===== src/rtl/hp_pkg.sv =====
package hp_pkg;

  // Strobes issued by the control to the datapath each cycle
  typedef struct packed {
    logic grant;      // hand out the current page
    logic advance;    // the granted page closes the open block
    logic erase;      // accepted erase of the oldest full block
    logic rotFire;    // launch a pool move request
    logic rotCommit;  // pending move acknowledged, adopt new base
  } hpStrobe_t;

endpackage


===== src/rtl/hp_ctrl.sv =====
module hp_ctrl
  import hp_pkg::*;
#(
  parameter int POOL_BLOCKS = 8
) (
  input  logic      clk,
  input  logic      rstN,
  input  logic      allocReq,
  input  logic      eraseDone,
  input  logic      refreshPhase,
  input  logic      rotAck,
  input  logic      poolFull,
  input  logic      poolNearFull,
  input  logic      openUsed,
  input  logic      noneFull,
  input  logic      lastPage,
  input  logic      peSat,
  output hpStrobe_t strobe,
  output logic      gcReq,
  output logic      rotReq,
  output logic      rotPending
);

  logic rotReqQ;
  logic pendQ;

  always_comb begin
    strobe           = '0;
    strobe.grant     = allocReq && !poolFull;
    strobe.advance   = strobe.grant && lastPage;
    strobe.erase     = eraseDone && !noneFull;
    strobe.rotFire   = refreshPhase && peSat && !pendQ;
    strobe.rotCommit = rotAck && pendQ;
  end

  always_ff @(posedge clk) begin
    if (!rstN) begin
      rotReqQ <= 1'b0;
      pendQ   <= 1'b0;
    end else begin
      rotReqQ <= strobe.rotFire;
      if (strobe.rotFire)        pendQ <= 1'b1;
      else if (strobe.rotCommit) pendQ <= 1'b0;
    end
  end

  assign gcReq      = poolFull || (poolNearFull && openUsed);
  assign rotReq     = rotReqQ;
  assign rotPending = pendQ;

  a_r9_single_pulse: assert property (@(posedge clk) disable iff (!rstN)
    rotReq |=> !rotReq);
  a_r9_pending_held: assert property (@(posedge clk) disable iff (!rstN)
    (rotPending && !rotAck) |=> rotPending);
  a_r8_no_move_prerefresh: assert property (@(posedge clk) disable iff (!rstN)
    !refreshPhase |=> !rotReq);
  a_r9_pulse_sets_pending: assert property (@(posedge clk) disable iff (!rstN)
    rotReq |-> rotPending);

endmodule


===== src/rtl/hp_dpath.sv =====
module hp_dpath
  import hp_pkg::*;
#(
  parameter int TOTAL_BLOCKS    = 64,
  parameter int POOL_BLOCKS     = 8,
  parameter int PAGES_PER_BLOCK = 4,
  parameter int PE_INTERVAL     = 1024,
  parameter int BASE_INIT       = 0,
  localparam int BLK_W  = $clog2(TOTAL_BLOCKS),
  localparam int IDX_W  = $clog2(POOL_BLOCKS),
  localparam int CNT_W  = $clog2(POOL_BLOCKS + 1),
  localparam int PAGE_W = $clog2(PAGES_PER_BLOCK),
  localparam int PE_W   = $clog2(PE_INTERVAL + 1)
) (
  input  logic              clk,
  input  logic              rstN,
  input  hpStrobe_t         strobe,
  output logic              poolFull,
  output logic              poolNearFull,
  output logic              openUsed,
  output logic              noneFull,
  output logic              lastPage,
  output logic              peSat,
  output logic              allocGnt,
  output logic [BLK_W-1:0]  allocBlock,
  output logic [PAGE_W-1:0] allocPage,
  output logic [BLK_W-1:0]  gcVictim,
  output logic [BLK_W-1:0]  rotOldBase,
  output logic [BLK_W-1:0]  rotNewBase
);

  localparam logic [BLK_W:0]  TOTAL_L  = (BLK_W+1)'(TOTAL_BLOCKS);
  localparam logic [BLK_W:0]  POOL_OFF = (BLK_W+1)'(POOL_BLOCKS);
  localparam logic [CNT_W-1:0] POOL_C  = CNT_W'(POOL_BLOCKS);
  localparam logic [PE_W-1:0]  PE_LIM  = PE_W'(PE_INTERVAL);

  logic [IDX_W-1:0]  wrIdx, gcIdx;
  logic [PAGE_W-1:0] wrPage;
  logic [CNT_W-1:0]  fullCnt;
  logic [PE_W-1:0]   peCnt;
  logic [BLK_W-1:0]  baseQ;
  logic              gntQ;
  logic [BLK_W-1:0]  blkQ;
  logic [PAGE_W-1:0] pageQ;

  // Add an offset to a block ID, wrapping at the device block count
  function automatic logic [BLK_W-1:0] wrapAdd(input logic [BLK_W-1:0] b,
                                                input logic [BLK_W:0] off);
    logic [BLK_W:0] s;
    s = {1'b0, b} + off;
    if (s >= TOTAL_L) s = s - TOTAL_L;
    return s[BLK_W-1:0];
  endfunction

  logic [IDX_W-1:0] wrIdxNext, gcIdxNext;

  // Ring step: a power-of-two pool wraps by truncation, others by compare
  generate
    if ((1 << IDX_W) == POOL_BLOCKS) begin : g_ring_pow2
      assign wrIdxNext = wrIdx + 1'b1;
      assign gcIdxNext = gcIdx + 1'b1;
    end else begin : g_ring_cmp
      assign wrIdxNext = (wrIdx == IDX_W'(POOL_BLOCKS - 1)) ? '0 : wrIdx + 1'b1;
      assign gcIdxNext = (gcIdx == IDX_W'(POOL_BLOCKS - 1)) ? '0 : gcIdx + 1'b1;
    end
  endgenerate

  always_ff @(posedge clk) begin
    if (!rstN) begin
      wrIdx   <= '0;
      wrPage  <= '0;
      gcIdx   <= '0;
      fullCnt <= '0;
      peCnt   <= '0;
      baseQ   <= BLK_W'(BASE_INIT);
      gntQ    <= 1'b0;
      blkQ    <= '0;
      pageQ   <= '0;
    end else begin
      gntQ <= strobe.grant;
      if (strobe.grant) begin
        blkQ  <= wrapAdd(baseQ, (BLK_W+1)'(wrIdx));
        pageQ <= wrPage;
        if (strobe.advance) begin
          wrPage <= '0;
          wrIdx  <= wrIdxNext;
        end else begin
          wrPage <= wrPage + 1'b1;
        end
      end
      if (strobe.erase) gcIdx <= gcIdxNext;
      case ({strobe.advance, strobe.erase})
        2'b10:   fullCnt <= fullCnt + 1'b1;
        2'b01:   fullCnt <= fullCnt - 1'b1;
        default: fullCnt <= fullCnt;
      endcase
      if (strobe.rotCommit) begin
        baseQ <= rotNewBase;
        peCnt <= strobe.erase ? PE_W'(1) : '0;
      end else if (strobe.erase && !peSat) begin
        peCnt <= peCnt + 1'b1;
      end
    end
  end

  assign poolFull     = (fullCnt == POOL_C);
  assign poolNearFull = (fullCnt == POOL_C - 1'b1);
  assign noneFull     = (fullCnt == '0);
  assign openUsed     = (wrPage != '0);
  assign lastPage     = (wrPage == PAGE_W'(PAGES_PER_BLOCK - 1));
  assign peSat        = (peCnt == PE_LIM);
  assign allocGnt     = gntQ;
  assign allocBlock   = blkQ;
  assign allocPage    = pageQ;
  assign gcVictim     = wrapAdd(baseQ, (BLK_W+1)'(gcIdx));
  assign rotOldBase   = baseQ;
  assign rotNewBase   = wrapAdd(baseQ, POOL_OFF);

  a_r6_no_grant_full: assert property (@(posedge clk) disable iff (!rstN)
    allocGnt |-> $past(fullCnt) != POOL_C);
  a_r4_full_bound: assert property (@(posedge clk) disable iff (!rstN)
    fullCnt <= POOL_C);
  a_r7_idle_erase: assert property (@(posedge clk) disable iff (!rstN)
    (noneFull && !strobe.advance) |=> $stable(gcIdx));
  a_r10_base_steady: assert property (@(posedge clk) disable iff (!rstN)
    !strobe.rotCommit |=> $stable(baseQ));
  a_r8_count_bound: assert property (@(posedge clk) disable iff (!rstN)
    peCnt <= PE_LIM);

endmodule


===== src/rtl/hot_pool_mgr.sv =====
module hot_pool_mgr
  import hp_pkg::*;
#(
  parameter int TOTAL_BLOCKS    = 64,
  parameter int OVERPROV_BLOCKS = 8,
  parameter int POOL_BLOCKS     = 8,
  parameter int PAGES_PER_BLOCK = 4,
  parameter int PE_INTERVAL     = 1024,
  parameter int BASE_INIT       = 0,
  localparam int BLK_W  = $clog2(TOTAL_BLOCKS),
  localparam int PAGE_W = $clog2(PAGES_PER_BLOCK)
) (
  input  logic              clk,
  input  logic              rstN,
  input  logic              allocReq,
  output logic              allocGnt,
  output logic [BLK_W-1:0]  allocBlock,
  output logic [PAGE_W-1:0] allocPage,
  output logic              gcReq,
  output logic [BLK_W-1:0]  gcVictim,
  input  logic              eraseDone,
  input  logic              refreshPhase,
  output logic              rotReq,
  output logic [BLK_W-1:0]  rotOldBase,
  output logic [BLK_W-1:0]  rotNewBase,
  output logic              rotPending,
  input  logic              rotAck
);

  generate
    if (POOL_BLOCKS > OVERPROV_BLOCKS || POOL_BLOCKS < 2 ||
        POOL_BLOCKS > TOTAL_BLOCKS || BASE_INIT >= TOTAL_BLOCKS ||
        PAGES_PER_BLOCK < 2 || PE_INTERVAL < 1) begin : g_bad_cfg
      $error("hot_pool_mgr: invalid parameter set");
    end
  endgenerate

  hpStrobe_t strobe;
  logic poolFull, poolNearFull, openUsed, noneFull, lastPage, peSat;

  hp_ctrl #(.POOL_BLOCKS(POOL_BLOCKS)) i_ctrl (
    .clk(clk), .rstN(rstN),
    .allocReq(allocReq), .eraseDone(eraseDone),
    .refreshPhase(refreshPhase), .rotAck(rotAck),
    .poolFull(poolFull), .poolNearFull(poolNearFull),
    .openUsed(openUsed), .noneFull(noneFull),
    .lastPage(lastPage), .peSat(peSat),
    .strobe(strobe), .gcReq(gcReq),
    .rotReq(rotReq), .rotPending(rotPending)
  );

  hp_dpath #(
    .TOTAL_BLOCKS(TOTAL_BLOCKS), .POOL_BLOCKS(POOL_BLOCKS),
    .PAGES_PER_BLOCK(PAGES_PER_BLOCK), .PE_INTERVAL(PE_INTERVAL),
    .BASE_INIT(BASE_INIT)
  ) i_dpath (
    .clk(clk), .rstN(rstN), .strobe(strobe),
    .poolFull(poolFull), .poolNearFull(poolNearFull),
    .openUsed(openUsed), .noneFull(noneFull),
    .lastPage(lastPage), .peSat(peSat),
    .allocGnt(allocGnt), .allocBlock(allocBlock), .allocPage(allocPage),
    .gcVictim(gcVictim), .rotOldBase(rotOldBase), .rotNewBase(rotNewBase)
  );

endmodule


===== config.mk =====
export PLATFORM = sky130hd
export DESIGN_NAME = hot_pool_mgr
export DESIGN_NICKNAME = d
export VERILOG_FILES = /design/src/rtl/hp_pkg.sv /design/src/rtl/hp_ctrl.sv /design/src/rtl/hp_dpath.sv /design/src/rtl/hot_pool_mgr.sv
export SDC_FILE = /design/constraint.sdc
export NUM_CORES = 1
export LEC_CHECK = 0
export BUFFER_PORTS_ARGS = -buffer_cell sky130_fd_sc_hd__buf_2
export CAP_MARGIN = 20
export CORE_MARGIN = 2
export CORE_UTILIZATION = 54
export CTS_CLUSTER_DIAMETER = 40
export CTS_CLUSTER_SIZE = 8
export DETAILED_ROUTE_END_ITERATION = 10
export PLACE_DENSITY = 0.78
export SETUP_SLACK_MARGIN = 0.05
export SKIP_CTS_REPAIR_TIMING = 1
export SYNTH_ARGS = -nofsm -noshare
export SYNTH_HDL_FRONTEND = slang
export SYNTH_SLANG_ARGS = --single-unit

===== constraint.sdc =====
create_clock -name clk -period 2.75 [get_ports clk]
set_input_delay 0.6875 -clock clk [delete_from_list [all_inputs] [get_ports clk]]
set_output_delay 0.6875 -clock clk [all_outputs]
set_load 0.005 [all_outputs]

---- After elaboration in Yosys (flattened, before gate mapping) ----
Index checks and enable logic that the tools add are counted.
storage, ports and cells
  flip-flop bits (word level) ............. 40
  input port bits ......................... 6
  output and inout port bits .............. 30
  word-level logic and storage cells ...... 61
cells by class
  equal/unequal tests ..................... 6
  magnitude comparators ................... 3
  multiplexer cells ....................... 10
  $add $sub $neg .......................... 12
  reduce and logical (&&, ||, !) cells .... 19
operators with widths
  operator                 number
  $mux W11                 2
  $ge A7 B7 Y1 const B     3
  $mux W6                  3
  $sub A6 B1 Y6 const B    3
  $add A6 B3 Y7            2
  $add A11 B1 Y11 const B  1
  $eq A11 B11 Y1 const B   1
  $logic_and A1 B1 Y1      8
  $pmux W4 S2              1
  $reduce_bool A2 Y1       4
  $add A6 B4 Y7 const B    1
  $add A3 B1 Y3 const B    2
  $add A4 B1 Y4 const B    1
  $eq A2 B2 Y1 const B     2
  $eq A4 B3 Y1 const B     1
  $eq A4 B4 Y1 const B     1
  $logic_not A1 Y1         4
  $logic_not A4 Y1         1
  $sub A4 B1 Y4 const B    1
  $mux W1                  3
  $add A2 B1 Y2 const B    1
  $eq A2 B1 Y1 const B     1
  $mux W2                  1
  $reduce_and A2 Y1        1
  $logic_or A1 B1 Y1       1

---- Depth between registers and ports, before layout ----
Gate-level depths: netlist (run 1).
  depth in word-level cells ............... 6
  gate-level depth with buffers ........... 10
  depth with buffers taken out ............ 9

---- Modules after synthesis ----
Synthesis (run 1) repeated with hierarchy kept, for this count alone.
unflattened totals
  cell total of the unflattened synthesis .. 205
  area, all modules ....................... 1903.1 um^2
by module, submodules not included
  module    seq. area each (um^2)  times used  cells an instance  area an instance (um^2)
  hp_dpath  700.7                  1           194                1798.0
  hp_ctrl   40.0                   1           11                 105.1

---- Worst setup path after synthesis (run 1) ----
No wires, ideal clock.
  path kind ............................... register to register
  start point ............................. register i_dpath.fullCnt[1]
  end point ............................... register i_dpath.fullCnt[2]
  slack ................................... 0.467 ns
  clock period less this slack ............ 2.283 ns
  setup time .............................. 0.070 ns
  cell stages (with the launch flop) ...... 11
  buffers on the path ..................... 1
  arrival ................................. 2.212 ns
  cells stage by stage .................... dfxtp_1 buf_6 or4b_4 nand3_2 ha_1 xor2_1 ha_1 a21oi_1 xor2_1 or3_1 a21oi_1
on the way
  word-level cells in the longest chain between the ends .. 6
  elaborated cells between the ends (all ways) .. 13
  those cells by class .................... add/sub (2); eq/ne (3); mux (1); reduce/logical (7)
RTL lines
  item                                                      line             source
  from (decl)                                               hp_dpath.sv:39   logic [CNT_W-1:0] fullCnt;
  from (signal assigned)                                    hp_dpath.sv:93   2'b10: fullCnt <= fullCnt + 1'b1;
  from (signal assigned)                                    hp_dpath.sv:94   2'b01: fullCnt <= fullCnt - 1'b1;
  from (signal assigned)                                    hp_dpath.sv:95   default: fullCnt <= fullCnt;
  $eq A4 B4 Y1                                              hp_dpath.sv:106  assign poolFull = (fullCnt == POOL_C);
  $logic_not A1 Y1                                          hp_ctrl.sv:29    strobe.grant = allocReq && !poolFull;
  $logic_and A1 B1 Y1                                       hp_ctrl.sv:29
  $logic_and A1 B1 Y1                                       hp_ctrl.sv:30    strobe.advance = strobe.grant && lastPage;
  $eq A2 B1 Y1 / $eq A2 B2 Y1 (equally long branches)       hp_dpath.sv:92   case ({strobe.advance, strobe.erase})
  $pmux W4 S2 / $reduce_bool A2 Y1 (equally long branches)  --
Several ways; a longest one is shown, not always the timed one.
A chain may end at the register's enable or synchronous reset.

---- Worst setup path in the final report (run 1) ----
  start point ............................. register i_dpath.fullCnt[0]
  end point ............................... register i_dpath.fullCnt[2]
The elaborated chain is that of the path after synthesis.

==> flow_summary.ini, run 1 <==
[outcome]
status = completed

[synthesis]
synth.top_cells.by_count = dfxtp_1, nand2_1, a21oi_1
syn_avg_cell_area_um2 = 8.69
synth_mux_area_share_pct = 1.65
synth_adder_area_share_pct = 6.89
synth_flop_cell = dfxtp_1
yosys_warnings = 0
synth_enable_flop_cells = 0
yosys.cell_count.top_type = dfxtp_1
synthXorXnorAreaFrac_pct = 7.72
seq_area_frac_synth_pct = 40.8
yosysTopAreaCell = dfxtp_1
synth_top_area_share_pct = 40.8
synth_top_cells_by_area = dfxtp_1, ha_1, a21oi_1
synth_cell_type_count = 37
synth_top_family_by_area = simple AND/OR/NAND/NOR gates
yosys.area_share.simple_pct = 23.8
synthCells = 209
ys_ff_latch = 37
async_flop_share_pct = 0
synth_area_um2 = 1820
synth-compound-area-share_pct = 10.2

[setup_path]
rrSetupSlack_ns = 0.23
r2r-end = i_dpath.fullCnt[2]
timing.critical_path.to = i_dpath.fullCnt[2]
critPathKind = reg -> reg
crit_required_ns = 3.03
ff2ff_path_depth = 9
crit_arrival_ns = 2.80
end_kind = flip-flop
cp_max_fo = 13
crit_path_start = i_dpath.fullCnt[0]
startpoint_type = flip-flop
reg2reg_from = i_dpath.fullCnt[0]

[global_routing]
busiest_layer = met2
grt_pass1_vias = 1157
overflow = 0
grt_use_met3_pct = 6.63
grt_use_total_pct = 18.7
grtUsageMet1_pct = 25.7
grt_pass1_wl_mm = 5.22
antenna_found_initial = 0
grt_max_degree = 25
use_met2_pct = 26.6

[routing]
drt_wl_total_mm = 3.28
via_per_inst = 5.35
drt_iter0_drc = 44
routedWlPerCell_um = 11.7
drcViolationCount = 0
num_vias = 1503
ant_nets = 0
drt_pass1_iterations = 4

[timing]
slew_headroom_pct = 51.0
fin_tns_setup_ns = 0
clock.fmax_mhz = 397
period_share_pct = 91.6
rsz0062_at_grt = no
worst_slew_pin_slew_ns = 0.734
min_period_ns = 2.52
finalSetupViolCount = 0
skew_ns = 0.0183
drv_slew = 0
finalHoldViolations = 0

[clock_network]
htree_levels = 2
clock_latency_ns = 0.35
clock-sinks = 37
numCtsBuffers = 5
cts.path.max_buffers = 2
cts_tree = built
cts-root-buf = clkbuf_4
clk_pin_slew_ns = 0.12

[floorplanning]
fp.dieH_um = 62.0
dieArea_um2 = 3840
dieWidth_um = 62.0
core_um2 = 3280
initial_core_util_pct = 55.3
rows = 21
pin_count = 36

[hold_path]
min_path_type = reg -> reg

[placed_design]
dp.cells = 273
hpwl_mm = 2.30
io_buffers = 29
placed_area_um2 = 1930
globalplace.congestion = 0.784

[power]
powerDensity_nw_per_um2 = 477
leakage_nw = 0.857
p_total_mw = 0.959
vdd_ir_drop_max_v = 0.000281

[cells_and_area]
insertedDiodeCount = 0
nNetsFinal = 251
layout-drive-gt1-share_pct = 19.6
fin_area_um2 = 2010
syn_to_final_growth_pct = 10.6
fin_util_pct = 61.1
fin_cells = 281
layout.filler_cells = 299

[flow_run]
drv_cap = 0
-- logic make-up (layout without fill, tap and decap cells) --
kind of cell             Yosys count  in the layout
AND/OR/NAND/NOR                   85             85
flip-flops                        37             37
AO/OA/AOI/OAI                     30             30
buffers and inverters             27             48
XOR/XNOR                          16             16
adder cells (fa/ha/maj)           10             10
multiplexers                       3              3
other                              1              6
-- worst max-delay path, cell delays in order, from the launching register on --
cell,delay [ns]
dfxtp_1,0.40
or4b_4,0.67
nand3_2,0.16
ha_1,0.26
xor2_1,0.17
ha_1,0.16
a21oi_1,0.05
xor2_1,0.16
or3_1,0.30
a21oi_1,0.13
-- power breakdown --
part | leakage (nW) | switching [mW] | internal, mW | total, mW
combinational | 0.517 | 0.0302 | 0.0162 | 0.0464
clock | 0.0410 | 0.180 | 0.185 | 0.365
sequential | 0.299 | 0.00578 | 0.541 | 0.547
-- final cells by class --
cell class | count | area, um2 | area share [%]
Multi-Input combinational cell | 150 | 936 | 46.6
Sequential cell | 37 | 741 | 36.9
Timing Repair Buffer | 32 | 168 | 8.35
Tap cell | 46 | 57.6 | 2.87
Clock buffer | 5 | 37.5 | 1.87
Clock inverter | 2 | 35.0 | 1.74
Inverter | 9 | 33.8 | 1.68
-- through the flow --
stage | hold slack [ns] | worst slack [ns]
2_1_floorplan | 0.450 | 0.467
4_1_cts | 0.463 | 0.172
6_report | 0.461 | 0.231
3_5_place_dp | 0.447 | 0.188
5_1_grt | 0.482 | 0.0915
3_3_place_gp | 0.438 | 0.268
-- layout by cell type, fill, tap and decap left out, types with 6 or more instances in the layout --
cell,count
ha_1,10
nand3_1,15
or3_1,7
dfxtp_1,37
conb_1,6
xnor2_1,7
a21oi_1,19
inv_1,8
nand2_1,23
buf_2,29
nor2_1,17
o21ai_0,6
xor2_1,9
-- state kept, by name, indices dropped and copies added, names as in the netlist --
register	flops
i_ctrl.rotPending	1
i_ctrl.rotReq	1
i_dpath.allocBlock	6
i_dpath.allocGnt	1
i_dpath.allocPage	2
i_dpath.fullCnt	4
i_dpath.gcIdx	3
i_dpath.peCnt	11
i_dpath.rotOldBase	3
i_dpath.wrIdx	3
i_dpath.wrPage	2
-- layer usage --
layer / wire length (um) / up-vias
met5: 0 / -
met4: 55 / 0
met3: 156 / 6
met2: 1480 / 34
met1: 1600 / 717
li1: - / 746
-- worst min path at each step --
stage	start	to	slack [ns]	cells past startpoint
2_1_floorplan	i_dpath.peCnt[10]	i_dpath.peCnt[10]	0.45	2
3_3_place_gp	i_dpath.allocBlock[0]	i_dpath.allocBlock[0]	0.44	2
3_5_place_dp	i_dpath.allocPage[1]	i_dpath.allocPage[1]	0.45	2
4_1_cts	i_dpath.allocPage[1]	i_dpath.allocPage[1]	0.46	2
5_1_grt	i_dpath.allocBlock[5]	i_dpath.allocBlock[5]	0.48	2
6_report	i_dpath.allocBlock[2]	i_dpath.allocBlock[2]	0.46	2
No activity file was read; power rests on OpenSTA's default activity.
==> run 2, diff against run 1 <==
ABC_AREA = 1   (was not set)
CORE_UTILIZATION = 55   (was 54)
PLACE_DENSITY = 0.79   (was 0.78)
==> run 2 against run 1 <==
Combinational power increased to 13 times the previous value. Sequential share of layout area decreased by 2.8 points. Sequential power increased by 27%. Total power increased by 84%. Routed wire length increased by 13%. Clock power increased by 29%. Critical path type unchanged. Critical endpoint unchanged.
==> flow_summary.ini, run 2 <==
[synthesis]
synth_cell_type_count = 28
synth_enable_flop_cells = 0
seq_area_frac_synth_pct = 37.9
ys_ff_latch = 37
yosys_warnings = 0
synthCells = 259
synth_top_area_share_pct = 37.9
synth.top_cells.by_count = nand2_1, dfxtp_1, inv_1
yosysTopAreaCell = dfxtp_1
async_flop_share_pct = 0
synth_top_cells_by_area = dfxtp_1, nand2_1, ha_1
synth_flop_cell = dfxtp_1
syn_avg_cell_area_um2 = 7.54
yosys.cell_count.top_type = nand2_1
synth_area_um2 = 1950

[outcome]
status = completed

[timing]
setup_slack_ns = 0.642
period_share_pct = 76.6
drv_slew = 0
fin_tns_setup_ns = 0
clock.fmax_mhz = 474
finalSetupViolCount = 0
rsz0062_at_grt = no
skew_ns = 0.00820
min_period_ns = 2.11
finalHoldViolations = 0

[floorplanning]
pin_count = 36
fp.dieH_um = 63.6
initial_core_util_pct = 58.0
dieWidth_um = 63.6
dieArea_um2 = 4040
rows = 21
core_um2 = 3360

[setup_path]
r2r-end = i_dpath.fullCnt[2]
timing.critical_path.to = i_dpath.fullCnt[2]
critPathMaxStageDelay_ns = 0.44
crit_path_start = i_dpath.fullCnt[2]
slowest_stage = dfxtp_1
crit_required_ns = 3.00
reg2reg_from = i_dpath.fullCnt[2]
startpoint_type = flip-flop
path_depth = 13
crit_arrival_ns = 2.35
end_kind = flip-flop
ff2ff_path_depth = 13
critPathTopFamily = simple AND/OR/NAND/NOR gates
rrSetupSlack_ns = 0.64
path_buf_inv = 3
critPathKind = reg -> reg
cp_max_fo = 15
crit_chain = inv_1 -> nand3_2 -> nand2_4 -> inv_4 -> nand2_4 -> ha_1 -> nor2_1 -> nor2_1 -> ha_1 -> a21oi_1 -> xnor2_1 -> o21ai_0 -> inv_1

[cells_and_area]
largest_reg_flops = 11
fin_cells = 335
nNetsFinal = 304
syn_to_final_growth_pct = 11.4
layout.filler_cells = 294
layout-drive-gt1-share_pct = 19.0
insertedDiodeCount = 0
final_common_cell = nand2_1
final_cell_mix = nand2_1, dfxtp_1, inv_1
largest-register = i_dpath.peCnt
fin_area_um2 = 2170

[placed_design]
dp.cells = 327
globalplace.congestion = 0.808
post-place-ws_ns = 0.520
io_buffers = 29
hpwl_mm = 2.72
placed_area_um2 = 2070

[global_routing]
grt_max_degree = 19
grt_pass1_wl_mm = 6.40
grt_pass1_vias = 1507
overflow = 0
antenna_found_initial = 0
grt_use_total_pct = 19.8

[clock_network]
cts.path.max_buffers = 2
clk_pin_slew_ns = 0.11
clock_latency_ns = 0.34
htree_levels = 2
clock-sinks = 37
cts_tree = built
cts-root-buf = clkbuf_4
numCtsBuffers = 5

[routing]
drcViolationCount = 0
routedWlPerCell_um = 11.1
drt_pass1_iterations = 4
drt_iter0_drc = 87
ant_nets = 0
via_per_inst = 5.00
num_vias = 1674
drt_wl_total_mm = 3.72

[flow_run]
drv_cap = 0

[power]
vdd_ir_drop_max_v = 0.000397
p_total_mw = 1.77
leakage_nw = 1.05
powerDensity_nw_per_um2 = 813

[hold_path]
min_path_type = reg -> reg
-- run 2: cell types whose count changed after synthesis, sizes merged, moves of 3 or more --
cell / before / now
xor2: 9 / 4
nand2: 24 / 51
inv: 9 / 35
clkbuf: 4 / 0
nor2b: 3 / 0
nor3: 5 / 0
o21ai: 6 / 20
nor2: 17 / 35
a21oi: 20 / 24
or3: 7 / 0
xnor2: 7 / 1
nand3: 16 / 19
mux2i: 3 / 0
-- run 2: cell families after synthesis --
logic type | count (synthesis) | synth area share, %
xor gates and xnor gates | 5 | 2.24
AOI/OAI and AO/OA | 47 | 13.0
adders and majority gates | 10 | 6.41
other | 1 | 0.192
DFF | 37 | 37.9
and+or+nand+nor | 112 | 28.0
buffers and inverters | 47 | 12.2
-- run 2: through the flow --
step / hold slack [ns] / utilization, %
6_report: 0.466 / 64.7
5_1_grt: 0.499 / 64.7
4_1_cts: 0.469 / 64.7
3_5_place_dp: 0.452 / 61.6
3_3_place_gp: 0.450 / 61.6
2_1_floorplan: 0.451 / -
-- run 2: worst min path at each step --
stage	startpoint	endpoint	slack [ns]	cells after the start
floorplan	i_dpath.gcIdx[2]	i_dpath.gcIdx[2]	0.45	2
global placement	i_dpath.gcIdx[2]	i_dpath.gcIdx[2]	0.45	2
detailed placement	i_dpath.gcIdx[2]	i_dpath.gcIdx[2]	0.45	2
CTS	i_dpath.gcIdx[2]	i_dpath.gcIdx[2]	0.47	2
global route	i_dpath.allocPage[0]	i_dpath.allocPage[0]	0.50	2
finish	i_dpath.gcIdx[2]	i_dpath.gcIdx[2]	0.47	2
-- run 2: report_power, final --
part	total (mW)	internal [mW]	leakage [nW]	switching, mW
registers	0.694	0.618	0.302	0.0756
logic	0.601	0.221	0.688	0.380
clock network	0.472	0.281	0.0552	0.191
total	1.77	1.12	1.05	0.646
-- run 2: layout make-up --
cell class | instances | area [um2] | share of cell area (%)
inverter | 35 | 136 | 6.27
multi-input combinational | 180 | 992 | 45.6
tap | 46 | 57.6 | 2.65
clock inverter | 3 | 65.1 | 2.99
sequential | 37 | 741 | 34.1
clock buffer | 5 | 37.5 | 1.73
timing repair buffer | 29 | 145 | 6.67
-- run 2: tightest hold or removal path, stage by stage (launching register included) --
cell	delay, ns
dfxtp_1	0.34
inv_1	0.05
a21oi_1	0.05
-- run 2: per-layer routing --
metal | vias up | part of all wire [%] | GRT usage, %
li1 | 873 | - | -
met1 | 740 | 48 | 26.0
met2 | 53 | 44 | 30.8
met3 | 8 | 5.7 | 5.71
met4 | 0 | 1.8 | 7.34
met5 | - | 0 | 0
==> run 3, diff against run 2 <==
clock period = 2.2 ns   (was 2.75 ns; I/O delays follow)
==> run 3 against run 2 <==
Hold slack got worse by 0.010 ns. Sequential share of layout area fell by 0.50 points. Global-route usage increased by 0.33 points. Critical endpoint unchanged. Critical path depth up 1. Critical path type unchanged. Sequential power grew 27%. Clock power grew 23%. Largest cell class unchanged. Combinational power increased by 31%. Highest routed layer unchanged.
==> flow_summary.ini, run 3 (same netlist as run 2, synthesis figures left out) <==
[cells_and_area]
final_common_cell = nand2_1
largest-register = i_dpath.peCnt
fin_cells = 338
largest_reg_flops = 11
layout-drive-gt1-share_pct = 21.2
syn_to_final_growth_pct = 13.7
final_cell_mix = nand2_1, dfxtp_1, inv_1
insertedDiodeCount = 0
nNetsFinal = 307

[timing]
fin_tns_setup_ns = 0
finalSetupViolCount = 0
drv_slew = 0
skew_ns = 0.00618
min_period_ns = 1.94
clock.fmax_mhz = 516
rsz0062_at_grt = no
setup_slack_ns = 0.264
period_share_pct = 88.0
finalHoldViolations = 0

[routing]
ant_nets = 0
drcViolationCount = 0
num_vias = 1664
drt_wl_total_mm = 3.74
drt_pass1_iterations = 4
via_per_inst = 4.92
drt_iter0_drc = 83
routedWlPerCell_um = 11.1

[setup_path]
cp_max_fo = 15
critPathMaxStageDelay_ns = 0.38
critPathKind = reg -> reg
crit_required_ns = 2.45
crit_chain = nor2_4 -> nand3_2 -> nand2_4 -> inv_4 -> nand2_4 -> ha_4 -> nand2_1 -> inv_1 -> nor2_1 -> ha_1 -> a21oi_1 -> xnor2_1 -> o21ai_0 -> inv_1
startpoint_type = flip-flop
slowest_stage = dfxtp_2
crit_arrival_ns = 2.18
end_kind = flip-flop

[placed_design]
globalplace.congestion = 0.807
post-place-ws_ns = 0.0983
dp.cells = 328
io_buffers = 29
hpwl_mm = 2.72

[clock_network]
htree_levels = 2
cts_tree = built
cts-root-buf = clkbuf_4
clk_pin_slew_ns = 0.11
cts.path.max_buffers = 2
numCtsBuffers = 5
clock_latency_ns = 0.34
clock-sinks = 37

[floorplanning]
dieWidth_um = 63.6
pin_count = 36
core_um2 = 3360
initial_core_util_pct = 58.0
fp.dieH_um = 63.6
dieArea_um2 = 4040
rows = 21

[flow_run]
drv_cap = 0

[power]
leakage_nw = 1.06
vdd_ir_drop_max_v = 0.000529
powerDensity_nw_per_um2 = 1010
p_total_mw = 2.25

[global_routing]
grt_pass1_vias = 1508
overflow = 0
grt_pass1_wl_mm = 6.55
antenna_found_initial = 0
grt_max_degree = 18
grt_use_total_pct = 20.1

[outcome]
status = completed

[hold_path]
min_path_type = in -> reg
-- run 3: changes by cell type in the layout (fill, tap and decap cells not counted) --
cell	before	now
ha_1	10	9
ha_4	0	1
buf_4	0	3
dfxtp_1	37	34
nor2_4	3	4
dfxtp_2	0	3
nor2_2	2	1
-- run 3: path summary, 6_finish.rpt --
path / from / to / slack [ns] / depth (start not counted)
worst max register to register: i_dpath.fullCnt[0] / i_dpath.fullCnt[2] / 0.26 / 14
worst max-delay path: i_dpath.fullCnt[0] / i_dpath.fullCnt[2] / 0.26 / 14
worst min-delay path: refreshPhase / i_ctrl.rotReq / 0.46 / 3
worst min register to register: i_dpath.gcIdx[2] / i_dpath.gcIdx[2] / 0.47 / 2
-- run 3: layout make-up --
| type | instances | area [um2] |
|---|---|---|
| Multi-Input combinational cell | 180 | 1010 |
| Clock buffer | 5 | 37.5 |
| Timing Repair Buffer | 32 | 168 |
| Clock inverter | 3 | 65.1 |
| Sequential cell | 37 | 744 |
| Tap cell | 46 | 57.6 |
| Inverter | 35 | 136 |
| Fill cell | 323 | 1140 |
-- run 3: worst max-delay path: cells and delay by family, from the launching register on --
| family | cells | cell delay (ns) |
|---|---|---|
| adders and majority gates | 2 | 0.32 |
| xor gates and xnor gates | 1 | 0.08 |
| and+or+nand+nor | 6 | 0.57 |
| buffers and inverters | 3 | 0.21 |
| DFF | 1 | 0.38 |
| AOI/OAI and AO/OA | 2 | 0.28 |
-- run 3: through the flow --
| step | utilization (%) | area [um2] | hold WS (ns) |
|---|---|---|---|
| finish | 66.0 | 2220 | 0.455 |
| global route | 66.0 | 2220 | 0.442 |
| CTS | 64.9 | 2180 | 0.447 |
| detailed placement | 61.8 | 2080 | 0.453 |
| global placement | 61.8 | 2080 | 0.450 |
| floorplan | - | 1970 | 0.451 |
-- run 3: where the power goes --
group | internal (mW) | switching [mW]
clock network | 0.352 | 0.230
registers | 0.779 | 0.103
logic | 0.302 | 0.485
total | 1.43 | 0.818
-- run 3: layer usage --
metal / up-vias / global-route usage [%] / wire, um / share of wire [%]
met1: 736 / 25.7 / 1800 / 48
li1: 882 / - / - / -
met4: 0 / 5.71 / 40 / 1.1
met2: 40 / 33.2 / 1690 / 45
met3: 6 / 5.71 / 202 / 5.4
met5: - / 0 / 0 / 0
